**src/rtl/isb_pkg.sv**
```systemverilog
// Shared definitions for the instruction line fetch slave.
// Assumes a 32-bit instruction word and a 2-bit config register select.
package isb_pkg;

    localparam int WORD_W = 32;

    typedef enum logic [1:0] {
        SEQ_IDLE = 2'd0,
        SEQ_HOLD = 2'd1,
        SEQ_BEAT = 2'd2
    } seq_state_e;

    localparam logic [1:0] CAUSE_INJECT = 2'b01;
    localparam logic [1:0] CAUSE_RANGE  = 2'b11;

    localparam logic [1:0] CFG_CTRL  = 2'd0;
    localparam logic [1:0] CFG_EADDR = 2'd1;
    localparam logic [1:0] CFG_SYND  = 2'd2;

    // Content of the backing array, as a function of the word index.
    function automatic logic [WORD_W-1:0] fill_word(input int unsigned idx);
        logic [15:0] w;
        w = idx[15:0];
        return {w ^ 16'hC0DE, ~w};
    endfunction

endpackage

```
**src/rtl/isb_line_rom.sv**
```systemverilog
// Backing array of instruction words. The contents are computed from the
// word index. The read is combinational.
// Assumes the caller masks the data for indices outside the array.
module isb_line_rom
    import isb_pkg::*;
#(
    parameter int DEPTH_WORDS = 128,
    localparam int IW = $clog2(DEPTH_WORDS)
) (
    input  logic [IW-1:0]     rd_idx_i,
    output logic [WORD_W-1:0] rd_word_o
);

    logic [WORD_W-1:0] table_w [DEPTH_WORDS];

    // Fill every entry from the content function.
    for (genvar i = 0; i < DEPTH_WORDS; i++) begin : g_fill
        assign table_w[i] = fill_word(i);
    end

    // Select the addressed word.
    assign rd_word_o = table_w[rd_idx_i];

endmodule

```
**src/rtl/isb_beat_seq.sv**
```systemverilog
// Line transfer sequencer. It grants a request in the cycle it appears when
// idle. It can insert one wait cycle. It then walks through the words of the
// line on consecutive cycles and decides which word carries a fault.
// Assumes the fault settings are sampled at the grant.
module isb_beat_seq
    import isb_pkg::*;
#(
    parameter int LAW   = 11,
    parameter int BW    = 3,
    parameter int LINES = 16
) (
    input  logic           clk,
    input  logic           rst_n,
    input  logic           req_i,
    input  logic [LAW-1:0] req_line_i,
    input  logic           slow_i,
    input  logic           inj_en_i,
    input  logic [BW-1:0]  inj_beat_i,
    output logic           req_ack_o,
    output logic           busy_o,
    output logic           beat_ack_o,
    output logic [BW-1:0]  beat_idx_o,
    output logic [LAW-1:0] line_o,
    output logic           line_bad_o,
    output logic           beat_err_o,
    output logic [1:0]     err_cause_o
);

    localparam logic [BW-1:0] LAST_BEAT  = '1;
    localparam logic [LAW:0]  LINE_LIMIT = (LAW+1)'(LINES);

    seq_state_e     state_q;
    logic [BW-1:0]  beat_q;
    logic [BW-1:0]  inj_beat_q;
    logic [LAW-1:0] line_q;
    logic           bad_q;
    logic           inj_en_q;
    logic           hit_range;
    logic           hit_inject;

    // Grant only while no line is being served.
    assign req_ack_o = req_i && (state_q == SEQ_IDLE);

    // Step through grant, optional wait, and the word stream.
    always_ff @(posedge clk) begin
        if (!rst_n) begin
            state_q    <= SEQ_IDLE;
            beat_q     <= '0;
            inj_beat_q <= '0;
            line_q     <= '0;
            bad_q      <= 1'b0;
            inj_en_q   <= 1'b0;
        end else begin
            case (state_q)
                SEQ_IDLE: begin
                    if (req_i) begin
                        line_q     <= req_line_i;
                        bad_q      <= {1'b0, req_line_i} >= LINE_LIMIT;
                        inj_en_q   <= inj_en_i;
                        inj_beat_q <= inj_beat_i;
                        beat_q     <= '0;
                        state_q    <= slow_i ? SEQ_HOLD : SEQ_BEAT;
                    end
                end
                SEQ_HOLD: state_q <= SEQ_BEAT;
                SEQ_BEAT: begin
                    if (beat_q == LAST_BEAT) begin
                        state_q <= SEQ_IDLE;
                    end else begin
                        beat_q <= beat_q + 1'b1;
                    end
                end
                default: state_q <= SEQ_IDLE;
            endcase
        end
    end

    // Decide whether the current word is faulted, and why.
    always_comb begin
        hit_range   = bad_q && (beat_q == '0);
        hit_inject  = inj_en_q && (beat_q == inj_beat_q);
        beat_err_o  = beat_ack_o && (bad_q ? hit_range : hit_inject);
        err_cause_o = bad_q ? CAUSE_RANGE : CAUSE_INJECT;
    end

    assign beat_ack_o = (state_q == SEQ_BEAT);
    assign busy_o     = (state_q != SEQ_IDLE);
    assign beat_idx_o = beat_q;
    assign line_o     = line_q;
    assign line_bad_o = bad_q;

endmodule

```
**src/rtl/isb_err_regs.sv**
```systemverilog
// Config registers: the fault control, the fault address and the fault
// syndrome. The first fault is held until software clears it. A fault
// that arrives together with a clear is captured.
// Assumes the clear strobe is decoded by the parent.
module isb_err_regs
    import isb_pkg::*;
#(
    parameter int AW = 16,
    parameter int BW = 3,
    localparam int CTL_W = BW + 2
) (
    input  logic             clk,
    input  logic             rst_n,
    input  logic [1:0]       cfg_addr_i,
    input  logic             cfg_we_i,
    input  logic [CTL_W-1:0] cfg_wdata_i,
    input  logic             clear_i,
    input  logic             beat_err_i,
    input  logic [1:0]       err_cause_i,
    input  logic [BW-1:0]    err_beat_i,
    input  logic [AW-1:0]    err_addr_i,
    output logic [AW-1:0]    cfg_rdata_o,
    output logic             ctrl_inj_en_o,
    output logic             ctrl_slow_o,
    output logic [BW-1:0]    ctrl_beat_o,
    output logic             syn_valid_o
);

    logic          inj_en_q;
    logic          slow_q;
    logic [BW-1:0] ibeat_q;
    logic          valid_q;
    logic [1:0]    cause_q;
    logic [BW-1:0] sbeat_q;
    logic [AW-1:0] eaddr_q;

    // Hold the fault control written by software.
    always_ff @(posedge clk) begin
        if (!rst_n) begin
            inj_en_q <= 1'b0;
            slow_q   <= 1'b0;
            ibeat_q  <= '0;
        end else if (cfg_we_i && (cfg_addr_i == CFG_CTRL)) begin
            inj_en_q <= cfg_wdata_i[0];
            slow_q   <= cfg_wdata_i[1];
            ibeat_q  <= cfg_wdata_i[2 +: BW];
        end
    end

    // Capture the first fault; a clear empties both registers.
    always_ff @(posedge clk) begin
        if (!rst_n) begin
            valid_q <= 1'b0;
            cause_q <= '0;
            sbeat_q <= '0;
            eaddr_q <= '0;
        end else if (beat_err_i && (!valid_q || clear_i)) begin
            valid_q <= 1'b1;
            cause_q <= err_cause_i;
            sbeat_q <= err_beat_i;
            eaddr_q <= err_addr_i;
        end else if (clear_i) begin
            valid_q <= 1'b0;
            cause_q <= '0;
            sbeat_q <= '0;
            eaddr_q <= '0;
        end
    end

    // Return the selected register.
    always_comb begin
        cfg_rdata_o = '0;
        case (cfg_addr_i)
            CFG_CTRL: begin
                cfg_rdata_o[0]       = inj_en_q;
                cfg_rdata_o[1]       = slow_q;
                cfg_rdata_o[2 +: BW] = ibeat_q;
            end
            CFG_EADDR: cfg_rdata_o = eaddr_q;
            CFG_SYND: begin
                cfg_rdata_o[0]       = valid_q;
                cfg_rdata_o[2:1]     = cause_q;
                cfg_rdata_o[3 +: BW] = sbeat_q;
            end
            default: cfg_rdata_o = '0;
        endcase
    end

    assign ctrl_inj_en_o = inj_en_q;
    assign ctrl_slow_o   = slow_q;
    assign ctrl_beat_o   = ibeat_q;
    assign syn_valid_o   = valid_q;

endmodule

```
**src/rtl/isb_slave.sv**
```systemverilog
// Instruction line fetch slave. It serves 8-word lines from an internal
// array, returning one word per cycle right after the grant. It injects
// faults on demand and latches the first fault for software.
// Assumes a single fetch master; the line index is the byte address
// above the line offset.
module isb_slave
    import isb_pkg::*;
#(
    parameter int AW    = 16,
    parameter int LINES = 16,
    parameter int BW    = 3,
    localparam int LAW   = AW - BW - 2,
    localparam int CTL_W = BW + 2
) (
    input  logic              clk,
    input  logic              rst_n,
    input  logic              req_i,
    input  logic [LAW-1:0]    req_line_i,
    output logic              req_ack_o,
    output logic              busy_o,
    output logic              rd_ack_o,
    output logic [WORD_W-1:0] rd_data_o,
    output logic              rd_err_o,
    input  logic [1:0]        cfg_addr_i,
    input  logic              cfg_we_i,
    input  logic [CTL_W-1:0]  cfg_wdata_i,
    output logic [AW-1:0]     cfg_rdata_o
);

    localparam int LIW         = $clog2(LINES);
    localparam int DEPTH_WORDS = LINES << BW;

    logic              ctrl_inj_en;
    logic              ctrl_slow;
    logic [BW-1:0]     ctrl_beat;
    logic              syn_valid;
    logic              cfg_clear;
    logic [BW-1:0]     beat_idx;
    logic [LAW-1:0]    line_cur;
    logic              line_bad;
    logic [1:0]        err_cause;
    logic [WORD_W-1:0] rom_word;
    logic [AW-1:0]     err_addr;

    // Clear strobe: a 1 written to bit 0 of the syndrome register.
    assign cfg_clear = cfg_we_i && (cfg_addr_i == CFG_SYND) && cfg_wdata_i[0];

    isb_beat_seq #(.LAW(LAW), .BW(BW), .LINES(LINES)) u_seq (
        .clk         (clk),
        .rst_n       (rst_n),
        .req_i       (req_i),
        .req_line_i  (req_line_i),
        .slow_i      (ctrl_slow),
        .inj_en_i    (ctrl_inj_en),
        .inj_beat_i  (ctrl_beat),
        .req_ack_o   (req_ack_o),
        .busy_o      (busy_o),
        .beat_ack_o  (rd_ack_o),
        .beat_idx_o  (beat_idx),
        .line_o      (line_cur),
        .line_bad_o  (line_bad),
        .beat_err_o  (rd_err_o),
        .err_cause_o (err_cause)
    );

    isb_line_rom #(.DEPTH_WORDS(DEPTH_WORDS)) u_rom (
        .rd_idx_i  ({line_cur[LIW-1:0], beat_idx}),
        .rd_word_o (rom_word)
    );

    // Byte address of the word now on the bus.
    assign err_addr = {line_cur, beat_idx, 2'b00};

    // Drive data only on a valid, in-range word.
    assign rd_data_o = (rd_ack_o && !line_bad) ? rom_word : '0;

    isb_err_regs #(.AW(AW), .BW(BW)) u_regs (
        .clk           (clk),
        .rst_n         (rst_n),
        .cfg_addr_i    (cfg_addr_i),
        .cfg_we_i      (cfg_we_i),
        .cfg_wdata_i   (cfg_wdata_i),
        .clear_i       (cfg_clear),
        .beat_err_i    (rd_err_o),
        .err_cause_i   (err_cause),
        .err_beat_i    (beat_idx),
        .err_addr_i    (err_addr),
        .cfg_rdata_o   (cfg_rdata_o),
        .ctrl_inj_en_o (ctrl_inj_en),
        .ctrl_slow_o   (ctrl_slow),
        .ctrl_beat_o   (ctrl_beat),
        .syn_valid_o   (syn_valid)
    );

endmodule

```
**config.mk**
```make
export PLATFORM = sky130hd
export DESIGN_NAME = isb_slave
export DESIGN_NICKNAME = d
export VERILOG_FILES = /design/src/rtl/isb_pkg.sv /design/src/rtl/isb_line_rom.sv /design/src/rtl/isb_beat_seq.sv /design/src/rtl/isb_err_regs.sv /design/src/rtl/isb_slave.sv
export SDC_FILE = /design/constraint.sdc
export NUM_CORES = 1
export LEC_CHECK = 0
export BUFFER_PORTS_ARGS = -buffer_cell sky130_fd_sc_hd__buf_2
export CAP_MARGIN = 20
export CORE_MARGIN = 4
export CORE_UTILIZATION = 43
export CTS_CLUSTER_DIAMETER = 60
export DETAILED_ROUTE_END_ITERATION = 16
export PLACE_DENSITY = 0.67
export SETUP_SLACK_MARGIN = 0.2
export SLEW_MARGIN = 0
export SYNTH_ARGS = -nofsm -noshare
export SYNTH_HDL_FRONTEND = slang
export SYNTH_HIERARCHICAL = 1
export SYNTH_SLANG_ARGS = --single-unit
```
**constraint.sdc**
```tcl
create_clock -name clk -period 2.3 [get_ports clk]
set_input_delay 0.23 -clock clk [delete_from_list [all_inputs] [get_ports clk]]
set_output_delay 0.23 -clock clk [all_outputs]
set_load 0.1 [all_outputs]
```
# After elaboration in Yosys (flattened, before gate mapping)

Memory sizes are Yosys's and may differ from the RTL's.
Index checks and enable logic that the tools add are counted.

Register bits after elaboration: 46
ROM bits: 4096
Input port bits: 22
Output and inout port bits: 52
Word-level logic and storage cells: 71
Memories: 1

Memories:

| memory           | depth | bits a word | rd ports | clocked after Yosys merged registers in | write ports | RTL line           | text |
|---|---|---|---|---|---|---|---|
| (name not given) | 128   | 32          | 1        | 0                                       | 0           | isb_line_rom.sv:22 | `assign rd_word_o = table_w[rd_idx_i];` |

Add/subtract/negate cells: 1
$lt $le $gt $ge: 2
Eq/ne operators: 9
Mux-type cells: 23
Bitwise operators: 1
Reduce and logical (&&, ||, !) cells: 21

Operators by type and width:

| operator                                             | number |
|---|---|
| 2-to-1 mux 32 bit                                    | 3 |
| 2-to-1 mux 16 bit                                    | 2 |
| case mux 5 bit (3 select lines)                      | 1 |
| 2-to-1 mux 2 bit                                     | 6 |
| 2-to-1 mux 3 bit                                     | 4 |
| >= comparator 11 x 5 -> 1 bit, second input constant | 1 |
| 2-to-1 mux 10 bit                                    | 1 |
| logical AND 1 bit                                    | 9 |
| >= comparator 8 bit, second input constant           | 1 |
| NOT 7 -> 8 bit                                       | 1 |
| case mux 2 bit (3 select lines)                      | 1 |
| case mux 3 bit (2 select lines)                      | 1 |
| nonzero test 2 bit                                   | 3 |
| == test 2 x 1 -> 1 bit, second input constant        | 2 |
| == test 2 bit, second input constant                 | 2 |
| zero test 2 bit                                      | 2 |
| inequality test 2 bit, second input constant         | 2 |
| AND reduction 2 bit                                  | 2 |
| adder 3 x 1 -> 3 bit, second input constant          | 1 |
| == test 3 bit                                        | 1 |
| == test 3 bit, second input constant                 | 1 |
| zero test 3 bit                                      | 1 |
| 2-to-1 mux 1 bit                                     | 3 |
| AND reduction 3 bit                                  | 1 |
| 4 further kinds                                      | 5 |

# Logic depth before layout (Yosys ltp)

Depth in word-level cells: 6
Mapped depth: 9
Gate-level depth less buffers: 8

# Modules after synthesis

The synthesis kept the hierarchy.

Modules (own cells, without submodules):

| module       | instances | cells each | area an instance (um^2) | seq. area each (um^2) |
|---|---|---|---|---|
| isb_err_regs | 1         | 104        | 1101.1                  | 540.5 |
| isb_beat_seq | 1         | 110        | 977.2                   | 420.4 |
| isb_slave    | 1         | 40         | 371.6                   | 0.0 |
| isb_line_rom | 1         | 34         | 221.5                   | 0.0 |

# Worst setup path before layout

OpenSTA, ideal clock, no wires.

Path kind: register -> register
From: reg u_seq.state_q[1]
To: reg u_regs.eaddr_q[10]
Setup time: 0.117 ns
Data arrival time: 3.460 ns
Required time: 2.183 ns
Slack: -1.277 ns
Stages on the path, launching flop included: 7
Buffers on the path: 1
Clock period less this slack: 3.577 ns
Path through: dfxtp_1 > nor2b_1 > o21a_1 > inv_1 > o211a_1 > buf_4 > a22o_1

Longest elaborated chain between the ends: 4
Elaborated cells between the ends (all ways): 5
Classes of those cells: 1 x eq/ne; 1 x mux; 3 x reduce/logical

RTL lines:

| what                                                    | RTL line           | text |
|---|---|---|
| from (decl)                                             | isb_beat_seq.sv:32 | `seq_state_e state_q;` |
| from (signal assigned)                                  | isb_beat_seq.sv:62 | `state_q <= slow_i ? SEQ_HOLD : SEQ_BEAT;` |
| == test 2 bit *                                         | isb_beat_seq.sv:86 | `assign beat_ack_o = (state_q == SEQ_BEAT);` |
| named net rd_ack_o                                      | isb_slave.sv:21    | `output logic rd_ack_o,` |
| logical AND 1 bit *                                     | isb_beat_seq.sv:82 | `beat_err_o = beat_ack_o && (bad_q ? hit_range : hit_inject);` |
| named net rd_err_o                                      | isb_slave.sv:23    | `output logic rd_err_o,` |
| logical AND 1 bit *                                     | isb_err_regs.sv:57 | `end else if (beat_err_i && (!valid_q \|\| clear_i)) begin` |
| 2-to-1 mux 16 bit or nonzero test 2 bit (tied branches) | -                  |  |
| to (signal assigned)                                    | isb_err_regs.sv:61 | `eaddr_q <= err_addr_i;` |
| to (decl)                                               | isb_err_regs.sv:35 | `logic [AW-1:0] eaddr_q;` |

The timed path passes the listed nets; every way through them passes the cells marked *.
A chain may end at the register's enable or synchronous reset.

# Worst setup path after layout

From: reg u_seq.state_q[0]
To: out req_ack_o

Longest elaborated chain between the ends: 2

RTL lines:

| what              | RTL line           | text |
|---|---|---|
| zero test 2 bit   | isb_beat_seq.sv:42 | `assign req_ack_o = req_i && (state_q == SEQ_IDLE);` |
| logical AND 1 bit | isb_beat_seq.sv:42 |  |
| to (decl)         | isb_slave.sv:19    | `output logic req_ack_o,` |

Every way passes these cells.

==> results.json <==
{
  "status": "finished, final reports clean",
  "fin_crit_sh_pct": 88.3,
  "synth.cell_area_um2": 2670,
  "dr.pass1.iters": 4,
  "yosysTopAreaCellShare_pct": 36.0,
  "rsz0062_at_grt": "true",
  "path_clk_slew_ps": 90,
  "grt_overflow": 0,
  "max-clock-path-buffers": 2,
  "skew_ps": 6.52,
  "num_io_pins": 74,
  "nFillCells": 582,
  "via_per_inst": 4.93,
  "mostFrequentLayoutCells": "55 x buf_2, 48 x dfxtp_1, 44 x nand2_1",
  "drtIter0Drc": 180,
  "clk_latency_ps": 300,
  "drive_gt1_share_pct": 39.4,
  "cts_made_buffers": 5,
  "report.power.total_uw": 2100,
  "ys_seq_elements": 48,
  "routed_wl_um": 5890,
  "die_h_um": 86.8,
  "finalWorstSetupSlack_ps": 270,
  "dieArea_um2": 7540,
  "max_slew_margin_pct": 62.8,
  "crit_path_end_kind": "output port",
  "yosysTopAreaCell": "dfxtp_1",
  "place_inst": 409,
  "seqPwrFrac_pct": 41.9,
  "antenna_found_initial": 0,
  "setup_viol_count_final": 0,
  "crit_path_start_kind": "register",
  "worstPathRequired_ps": 2070,
  "vdd_drop_max_v": 0.000396,
  "ys_warn_count": 6,
  "core.rowCount": 28,
  "antenna_cells": 0,
  "grt_start_max_net_pins": 33,
  "worst_slew_pin_slew_ps": 559,
  "multi_input_area_um2": 1420,
  "grt_pass1_wl_um": 9560,
  "placed_area_um2": 2910,
  "fin_cells": 418,
  "synthCells": 288,
  "gp_congestion": 0.740,
  "period_needed_ps": 2030,
  "yosysUniqueCellTypes": 37,
  "p_clk_share_pct": 28.5,
  "final_common_cell": "buf_2",
  "cts_hold_buf": 0,
  "p_comb_share_pct": 29.6,
  "regArea_um2": 961,
  "drc_errors": 0,
  "path_class": "register to output port",
  "grt_use_total_pct": 15.9,
  "cts_tree": "done",
  "clock-sinks": 48,
  "whs_path_depth": 3,
  "place.detailed.hpwl_um": 4130,
  "max-cap-violations": 0,
  "worst_ep_arrival_time_ps": 1800,
  "max_freq_mhz": 493,
  "hold_violations": 0,
  "numPortBuffers": 67,
  "htreeDepth": 2,
  "powerDensity_nw_per_um2": 688,
  "hp-class": "primary input to register",
  "grt_pass1_vias": 1963,
  "avgSynthCellArea_um2": 9.28,
  "ant_nets": 0,
  "tns_ps": 0,
  "path_max_fanout": 18,
  "swShare_pct": 37.2,
  "dieWidth_um": 86.8,
  "coreArea_um2": 5990,
  "stdcell_area_um2": 3060,
  "wire_per_inst_um": 14.1,
  "vias": 2062,
  "p_leak_uw": 0.00147,
  "nets": 371,
  "synth_area_leaders": "dfxtp_1 36%, and3b_2 12%, buf_4 9.0%",
  "synthToLayoutAreaGrowth_pct": 14.4,
  "seq_area_frac_synth_pct": 36.0,
  "r2r_cells": 8,
  "clockRootBuffer": "clkbuf_8",
  "pre_cts_ws_ps": 303,
  "start_util_pct": 44.6,
  "p_sw_uw": 783,
  "slew_viol_final": 0,
  "internal_power_uw": 1320
}
==> path summary, 6_finish.rpt <==
path	start	to	slack, ps
worst min-delay path	req_line_i[1]	u_seq/line_o[1]$_SDFFE_PN0P_	180
worst min register to register	u_seq/line_o[7]$_SDFFE_PN0P_	u_seq/line_o[7]$_SDFFE_PN0P_	470
worst max register to register	u_seq/beat_idx_o[1]$_SDFFE_PN0P_	u_regs/eaddr_q[6]$_SDFFE_PN0P_	440
worst max-delay path	u_seq/state_q[0]$_SDFFE_PN0P_	req_ack_o	270
==> power groups by stage <==
stage,sequential (uW),combinational (uW),clock [uW]
after floorplan,895,567,0
after global placement,899,611,0
after detailed placement,900,615,0
after CTS,881,616,612
after global routing,887,661,650
final,881,624,599
==> per-stage QoR <==
step / hold slack [ps] / util [%]
after floorplan: 375 / -
after global routing: 177 / 51.0
after CTS: 178 / 50.3
final: 180 / 51.0
after global placement: 450 / 48.5
after detailed placement: 454 / 48.5
==> per-layer routing <==
layer	track usage, %	up-vias	wire length, um
met3	3.71	5	438
met5	0	-	0
li1	-	1049	-
met1	22.3	935	2860
met2	24.6	73	2540
met4	3.82	0	57
==> Yosys cell counts <==
| cell | instances |
|---|---|
| xor2_1 | 3 |
| buf_2 | 5 |
| buf_6 | 3 |
| a222oi_1 | 5 |
| or2_2 | 1 |
| a21oi_1 | 1 |
| or3b_1 | 1 |
| and3_1 | 1 |
| conb_1 | 4 |
| o21ai_2 | 1 |
| nor2_1 | 6 |
| o211a_1 | 1 |
| nand2b_1 | 2 |
| a22o_1 | 21 |
| ha_1 | 7 |
| nor4_1 | 3 |
| and3_4 | 1 |
| inv_1 | 13 |
| or3b_2 | 1 |
| inv_8 | 1 |
| and4b_1 | 1 |
| a21boi_2 | 7 |
| dfxtp_1 | 48 |
| clkbuf_4 | 1 |
| a21boi_0 | 15 |
| o21a_1 | 1 |
| nand3_1 | 5 |
| buf_12 | 1 |
| clkbuf_1 | 2 |
| nor2b_1 | 3 |
| nand2_1 | 44 |
| buf_4 | 32 |
| o21bai_1 | 1 |
| a22oi_1 | 1 |
| and3b_2 | 32 |
| o22ai_1 | 3 |
| and2_1 | 10 |
==> sequential cells by signal, indices dropped and copies added (netlist names), 2 cells and up <==
| register | flops |
|---|---|
| u_regs/cause_q | 2 |
| u_seq/inj_beat_q | 3 |
| u_regs/sbeat_q | 3 |
| u_seq/state_q | 2 |
| u_regs/eaddr_q | 16 |
| u_seq/beat_idx_o | 3 |
| u_regs/ctrl_beat_o | 3 |
| u_seq/line_o | 11 |
==> final cells by class <==
type / count / area share (%)
clock inverter: 2 / 1.15
inverter: 14 / 1.96
timing repair buffer: 73 / 13.4
multi-input combinational: 200 / 46.6
sequential: 48 / 31.4
clock buffer: 6 / 2.37
tap: 75 / 3.07
==> worst max-delay path, stage by stage (launching register included) <==
cell	delay, ps
dfxtp_1	410
or3b_1	490
inv_8	160
buf_2	450
==> cells by family (layout without fill, tap and decap cells) <==
group / count (synthesis) / in the layout / share of synthesized area (%)
other: 4 / 21 / 0.562
xor gates and xnor gates: 3 / 3 / 0.984
and+or+nand+nor: 111 / 112 / 26.1
buffers and inverters: 58 / 95 / 14.8
adders and majority gates: 7 / 7 / 3.28
DFF: 48 / 48 / 36.0
AOI/OAI and AO/OA: 57 / 57 / 18.4
==> repair_timing <==
item | CTS | global route
resized for setup | 0 | 14
buffers inserted | 0 | 0
endpoints found under the setup margin | 0 | 48
No activity file was read; power rests on OpenSTA's default activity.
